<file path="src/rtl/voice_key_pkg.sv">
package voice_key_pkg;
    localparam logic [6:0] KON_ADDR  = 7'h4C;
    localparam logic [6:0] KOFF_ADDR = 7'h5C;
    localparam logic [6:0] FLG_ADDR  = 7'h6C;
    localparam logic [6:0] ENDX_ADDR = 7'h7C;

    localparam int FLG_SOFT_BIT = 7;
    localparam int FLG_MUTE_BIT = 6;
    localparam int FLG_ECHO_BIT = 5;
    localparam logic [7:0] FLG_RESET = 8'h60;

    typedef enum logic [1:0] {
        V_IDLE    = 2'd0,
        V_KEYED   = 2'd1,
        V_PENDING = 2'd2
    } voice_state_e;
endpackage

</file>
<file path="src/rtl/key_reg_array.sv">
module key_reg_array #(
    parameter int AW = 7,
    parameter int DW = 8
) (
    input  logic          clk,
    input  logic          rst_n,
    input  logic          we,
    input  logic [AW-1:0] waddr,
    input  logic [DW-1:0] wdata,
    input  logic [AW-1:0] raddr,
    output logic [DW-1:0] rdata
);
    localparam int DEPTH = 1 << AW;

    logic [DW-1:0] mem [DEPTH];

    always_ff @(posedge clk or negedge rst_n) begin
        if (!rst_n) begin
            for (int i = 0; i < DEPTH; i++) mem[i] <= '0;
        end else if (we) begin
            mem[waddr] <= wdata;
        end
    end

    assign rdata = mem[raddr];
endmodule

</file>
<file path="src/rtl/voice_fsm.sv">
module voice_fsm
    import voice_key_pkg::*;
(
    input  logic clk,
    input  logic rst_n,
    input  logic kon_wr,
    input  logic koff_wr,
    input  logic soft_rst,
    input  logic wr_bit,
    input  logic koff_bit,
    output logic start_now,
    output logic rel_now,
    output logic start_pulse,
    output logic rel_pulse,
    output logic keyed
);
    voice_state_e st_q, st_d;

    // next-state and same-cycle effects
    always_comb begin
        st_d      = st_q;
        start_now = 1'b0;
        rel_now   = 1'b0;
        if (soft_rst) begin
            st_d    = V_IDLE;                 // soft_reset
            rel_now = 1'b1;
        end else if (kon_wr && wr_bit) begin
            if (!koff_bit) begin
                st_d      = V_KEYED;          // kon_start
                start_now = 1'b1;
            end else begin
                st_d = V_PENDING;             // kon_defer
            end
        end else if (koff_wr) begin
            unique case (st_q)
                V_KEYED: if (wr_bit) begin
                    st_d    = V_IDLE;         // koff_release
                    rel_now = 1'b1;
                end
                V_PENDING: if (!wr_bit) begin
                    st_d      = V_KEYED;      // koff_resume
                    start_now = 1'b1;
                end
                default: st_d = st_q;
            endcase
        end
    end

    // state register
    always_ff @(posedge clk or negedge rst_n) begin
        if (!rst_n) st_q <= V_IDLE;
        else        st_q <= st_d;
    end

    // output register
    always_ff @(posedge clk or negedge rst_n) begin
        if (!rst_n) begin
            start_pulse <= 1'b0;
            rel_pulse   <= 1'b0;
        end else begin
            start_pulse <= start_now;
            rel_pulse   <= rel_now;
        end
    end

    assign keyed = (st_q == V_KEYED);

    a_r5_pending_has_koff: assert property (@(posedge clk) disable iff (!rst_n)
        (st_q == V_PENDING) |-> koff_bit);
    a_r4_keyed_no_koff: assert property (@(posedge clk) disable iff (!rst_n)
        (st_q == V_KEYED) |-> !koff_bit);
    a_r4_start_means_keyed: assert property (@(posedge clk) disable iff (!rst_n)
        start_pulse |-> keyed);
    a_r6_release_means_idle: assert property (@(posedge clk) disable iff (!rst_n)
        rel_pulse |-> !keyed);
endmodule

</file>
<file path="src/rtl/voice_key_ctrl.sv">
module voice_key_ctrl
    import voice_key_pkg::*;
#(
    parameter int ADDR_W = 8,
    parameter int DATA_W = 8
) (
    input  logic              clk,
    input  logic              rst_n,
    input  logic              wr_en,
    input  logic [ADDR_W-1:0] reg_addr,
    input  logic [DATA_W-1:0] wr_data,
    input  logic [DATA_W-1:0] voice_end,
    output logic [DATA_W-1:0] rd_data,
    output logic [DATA_W-1:0] voice_start,
    output logic [DATA_W-1:0] voice_release,
    output logic [DATA_W-1:0] voice_keyed
);
    localparam int REG_AW = ADDR_W - 1;
    localparam int NV     = DATA_W;

    logic [REG_AW-1:0] loc;
    logic              wr_ok, hit_kon, hit_koff, hit_flg, hit_endx, soft_rst, gen_wr;
    logic [NV-1:0]     kon_q, koff_q, endx_q, endx_d;
    logic [DATA_W-1:0] flg_q, arr_rd;
    logic [NV-1:0]     start_now, rel_now;

    assign loc      = reg_addr[REG_AW-1:0];
    assign wr_ok    = wr_en && !reg_addr[ADDR_W-1];
    assign hit_kon  = wr_ok && (loc == REG_AW'(KON_ADDR));
    assign hit_koff = wr_ok && (loc == REG_AW'(KOFF_ADDR));
    assign hit_flg  = wr_ok && (loc == REG_AW'(FLG_ADDR));
    assign hit_endx = wr_ok && (loc == REG_AW'(ENDX_ADDR));
    assign soft_rst = hit_flg && wr_data[FLG_SOFT_BIT];
    assign gen_wr   = wr_ok && !(hit_kon || hit_koff || hit_flg || hit_endx);

    key_reg_array #(.AW(REG_AW), .DW(DATA_W)) u_arr (
        .clk(clk), .rst_n(rst_n), .we(gen_wr), .waddr(loc),
        .wdata(wr_data), .raddr(loc), .rdata(arr_rd)
    );

    for (genvar v = 0; v < NV; v++) begin : g_voice
        voice_fsm u_fsm (
            .clk(clk), .rst_n(rst_n),
            .kon_wr(hit_kon), .koff_wr(hit_koff), .soft_rst(soft_rst),
            .wr_bit(wr_data[v]), .koff_bit(koff_q[v]),
            .start_now(start_now[v]), .rel_now(rel_now[v]),
            .start_pulse(voice_start[v]), .rel_pulse(voice_release[v]),
            .keyed(voice_keyed[v])
        );
    end

    // end flags: clears first, end events win
    always_comb begin
        endx_d = (hit_endx || soft_rst) ? '0 : endx_q;
        endx_d = (endx_d & ~start_now) | voice_end;
    end

    always_ff @(posedge clk or negedge rst_n) begin
        if (!rst_n) begin
            kon_q  <= '0;
            koff_q <= '0;
            endx_q <= '0;
            flg_q  <= DATA_W'(FLG_RESET);
        end else begin
            endx_q <= endx_d;
            if (hit_kon) kon_q <= wr_data;
            if (hit_koff) begin
                koff_q <= wr_data;
                kon_q  <= kon_q & ~rel_now;
            end
            if (hit_flg) begin
                if (soft_rst) begin
                    flg_q  <= DATA_W'(FLG_RESET) | {{(DATA_W-5){1'b0}}, wr_data[4:0]};
                    kon_q  <= '0;
                    koff_q <= '0;
                end else begin
                    flg_q <= wr_data;
                end
            end
        end
    end

    always_comb begin
        case (loc)
            REG_AW'(KON_ADDR):  rd_data = kon_q;
            REG_AW'(KOFF_ADDR): rd_data = koff_q;
            REG_AW'(FLG_ADDR):  rd_data = flg_q;
            REG_AW'(ENDX_ADDR): rd_data = endx_q;
            default:            rd_data = arr_rd;
        endcase
    end

    a_r2_high_write_ignored: assert property (@(posedge clk) disable iff (!rst_n)
        (wr_en && reg_addr[ADDR_W-1]) |=>
        ($stable(kon_q) && $stable(koff_q) && $stable(flg_q) && $stable(voice_keyed)));
    a_r11_soft_reset_clears: assert property (@(posedge clk) disable iff (!rst_n)
        soft_rst |=> (kon_q == '0 && koff_q == '0 && voice_keyed == '0 &&
                      flg_q[FLG_MUTE_BIT] && flg_q[FLG_ECHO_BIT] && voice_release == '1));
    a_r9_endx_write_zero: assert property (@(posedge clk) disable iff (!rst_n)
        (hit_endx && voice_end == '0) |=> (endx_q == '0));
    a_r10_end_sets_flag: assert property (@(posedge clk) disable iff (!rst_n)
        (voice_end != '0) |=> ((endx_q & $past(voice_end)) == $past(voice_end)));
endmodule

</file>
<file path="config.mk">
export PLATFORM = sky130hd
export DESIGN_NAME = voice_key_ctrl
export DESIGN_NICKNAME = d
export VERILOG_FILES = /design/src/rtl/voice_key_pkg.sv /design/src/rtl/key_reg_array.sv /design/src/rtl/voice_fsm.sv /design/src/rtl/voice_key_ctrl.sv
export SDC_FILE = /design/constraint.sdc
export NUM_CORES = 2
export LEC_CHECK = 0
export ABC_AREA = 1
export BUFFER_PORTS_ARGS = -buffer_cell sky130_fd_sc_hd__buf_2
export CORE_MARGIN = 2
export CORE_UTILIZATION = 30
export DETAILED_ROUTE_END_ITERATION = 16
export GPL_ROUTABILITY_DRIVEN = 1
export MAX_ROUTING_LAYER = met4
export REMOVE_ABC_BUFFERS = 1
export SYNTH_ARGS = -nofsm -noshare
export SYNTH_HDL_FRONTEND = slang
export SYNTH_SLANG_ARGS = --single-unit
</file>
<file path="constraint.sdc">
create_clock -name clk -period 2.7 [get_ports clk]
set_clock_uncertainty 0.1 [all_clocks]
set_input_delay 0.135 -clock clk [delete_from_list [all_inputs] [get_ports clk]]
set_output_delay 0.135 -clock clk [all_outputs]
set_load 0.05 [all_outputs]
</file>
==> results_dict.tcl <==
set metrics [dict create \
    dieArea_mm2 0.177 \
    first_iter_violations 4935 \
    critPathTopFamily "simple AND/OR/NAND/NOR gates" \
    min_path_cells 6 \
    grt-ovfl-total 0 \
    dp_hpwl_um 109000 \
    setup_violations 8 \
    antenna_found_initial 7 \
    critical_path_buf_inv_count 2 \
    stdcell_count 9324 \
    synth.cell_area_mm2 0.0521 \
    crit_required_ns 2.47 \
    power_density_mw_per_mm2 612 \
    fin_util 0.361 \
    rsz0062_at_grt "yes" \
    ys_seq_elements 1088 \
    switching_share 0.268 \
    whs_endpoint "u_arr.mem[186]" \
    pwr-share-clk 0.418 \
    seq_power_share 0.464 \
    place_ws_ns -0.227 \
    multi_input_area_mm2 0.0206 \
    ir_drop_mv 0.516 \
    relSlewSlack 0.312 \
    cp_cell_sequence "o211ai_1 -> nand2_2 -> nor2_2 -> nor2_1 -> nor2_2 -> nand2_1 -> nand2_2 -> nand2_4 -> nor2_4 -> buf_6 -> nor2_2 -> buf_6" \
    critical-path-slowest-cell "dfrtp_1" \
    critPathMostFrequentCell "nor2_2" \
    layout_setup_ws_ns -0.101 \
    grt_max_degree 91 \
    critPathKind "reg2out" \
    tightest_slew_ns 1.03 \
    p_int_w 0.0278 \
    drive_gt1_frac 0.132 \
    io_pins 59 \
    final_cell_mix "nand2_1 (2086), dfrtp_1 (1086), o21ai_0 (1001)" \
    cts-root-buf "clkbuf_16" \
    start_util 0.303 \
    layout_commonest_cell "nand2_1" \
    clock.fmax_ghz 0.357 \
    fp.coreArea_mm2 0.172 \
    gp_congestion 0.883 \
    synth_cell_types 31 \
    status "finished with violations" \
    cts_buffer_depth 3 \
    numCtsBuffers 114 \
    vias_per_cell 4.85 \
    die_height_um 421 \
    ant_nets 0 \
    setup_tns_ns -0.549 \
    drv_slew 0 \
    r2r_start "g_voice[4].u_fsm.st_q[1]" \
    arrival_ns 2.57 \
    grt_usage 0.197 \
    fin_nets 6943 \
    crit_path_max_fanout 2 \
    seq_area_frac_synth 0.523 \
    cap_violations 0 \
    cts-htree-levels 3 \
    fillers 17800 \
    seqCellArea_mm2 0.0272 \
    regToRegSetupSlack_ns 0.79 \
    dr.pass1.iters 6 \
    tritoncts "built" \
    grt_pass1_vias 43900 \
    comb_power_share 0.118 \
    cts_sinks 1088 \
    min_period_ns 2.80 \
    r2r-end "endx_q[4]" \
    ys_warn_count 0 \
    syn-mean-instance-area_um2 7.64 \
    clkTransAtPathRegs_ns 0.06 \
    grt_pass1_wl_um 264000 \
    areaGrowthSynthToFinish_pct 19.3 \
    drcViolationCount 0 \
    io_buffers 58 \
    drt-wirelength-per-cell_um 18.1 \
    min_period_over_period 1.04 \
    clk_latency_ns 0.75 \
    cp-start-kind "flop" \
    p_leak_nw 29.4 \
    ff2ff_path_depth 7 \
    postRouteWirelength_um 169000 \
    synth_cells 6819 \
    fin_total_pwr_w 0.0380 \
    p_sw_w 0.0102 \
    failed_checks "setup timing" \
    hp-class "in2reg" \
    cpPeakStageDelay_ns 0.37 \
    vias 45300 \
    endpoint_kind "output pin" \
    dp_cells 9068 \
    die_w_um 421 \
    hold_violations 0 \
    worstHoldStart "reg_addr[5]" \
    rows 152 \
]
-- per-layer routing --
metal / GRT usage / up-vias / routed length [um]
li1: - / 21600 / -
met5: - / - / 0
met4: 0.0593 / 0 / 5280
met2: 0.302 / 1479 / 76700
met1: 0.268 / 21900 / 75600
met3: 0.0291 / 312 / 11100
-- final cells by class --
type / count / share of cell area
flip-flops and latches: 1088 / 0.438
multi-input cells: 4442 / 0.332
repair buffers: 487 / 0.0743
clock buffers: 179 / 0.0561
inverters: 783 / 0.0478
well taps: 2310 / 0.0465
clock inverters: 30 / 0.00451
diodes: 5 / 0.000201
-- synth_stat cells, drive strengths merged --
| cell | count | share of area |
|---|---|---|
| o2111ai | 1 | 0.00017 |
| a21oi | 11 | 0.0011 |
| a32o | 6 | 0.0012 |
| nor4 | 7 | 0.00084 |
| a31o | 4 | 0.00067 |
| o22ai | 8 | 0.00096 |
| nor3 | 8 | 0.00077 |
| nand4 | 44 | 0.0056 |
| clkbuf | 371 | 0.027 |
| o31ai | 6 | 0.00086 |
| dfstp | 2 | 0.0010 |
| o211ai | 172 | 0.025 |
| nor2 | 520 | 0.038 |
| o21a | 64 | 0.0092 |
| buf | 135 | 0.014 |
| nand3 | 358 | 0.034 |
| inv | 780 | 0.056 |
| a221oi | 6 | 0.0010 |
| dfrtp | 1086 | 0.52 |
| or2 | 67 | 0.0080 |
| nand2 | 2145 | 0.15 |
| clkinv | 3 | 0.00022 |
| o21ai | 1006 | 0.097 |
| o21bai | 4 | 0.00058 |
| a211oi | 5 | 0.00072 |
-- worst reg2reg max path: cells and delay by family, from the launching register on --
| kind | cells | cell delay [ns] |
|---|---|---|
| compound gates | 3 | 0.33 |
| buf+inv | 2 | 0.62 |
| flops | 1 | 0.39 |
| simple gates | 2 | 0.35 |
-- through the flow --
step                      area (um2)  hold slack [ns]
final                          62100           0.0483
after global routing           62100           0.0227
after CTS                      61700          0.00512
after detailed placement       57100           0.0510
after global placement         57100           0.0564
after floorplan                50000           -0.261
-- how the worst max path moves through the flow --
stage	from	to	depth (start not counted)
floorplan	reg_addr[0]	u_arr.mem[320]	5
detailed placement	reg_addr[2]	rd_data[4]	17
finish	u_arr.mem[1002]	rd_data[2]	12
global route	u_arr.mem[890]	rd_data[2]	13
global placement	reg_addr[2]	rd_data[4]	17
CTS	u_arr.mem[444]	rd_data[4]	13
-- cell families (layout without fill, tap and decap cells) --
| family | Yosys count | in the layout | synth area share |
|---|---|---|---|
| DFF | 1088 | 1088 | 0.523 |
| and+or+nand+nor | 3149 | 3149 | 0.242 |
| other | 0 | 5 | 0 |
| buffers and inverters | 1289 | 1479 | 0.0973 |
| AOI/OAI and AO/OA | 1293 | 1293 | 0.138 |
-- power by group through the flow --
stage | combinational [W] | clock, W | sequential (W)
CTS | 0.00442 | 0.0162 | 0.0176
global route | 0.00498 | 0.0169 | 0.0177
detailed placement | 0.00424 | 0 | 0.0179
floorplan | 0.00210 | 0 | 0.0178
global placement | 0.00419 | 0 | 0.0179
finish | 0.00450 | 0.0159 | 0.0176
-- state kept, by name, summed over array words and instances (netlist names) --
name,flops
g_voice.u_fsm.start_pulse,8
flg_q,8
g_voice.u_fsm.rel_pulse,8
kon_q,8
u_arr.mem,1024
endx_q,8
g_voice.u_fsm.st_q,16
koff_q,8
-- what timing repair did --
action	in CTS	in global routing
pin swaps	63	85
buffers inserted	3	13
setup endpoints to repair	8	9
gates resized for setup	148	107
hold buffers	30	0
hold endpoints to repair	1050	0
Power figures use the tool's default switching activity.
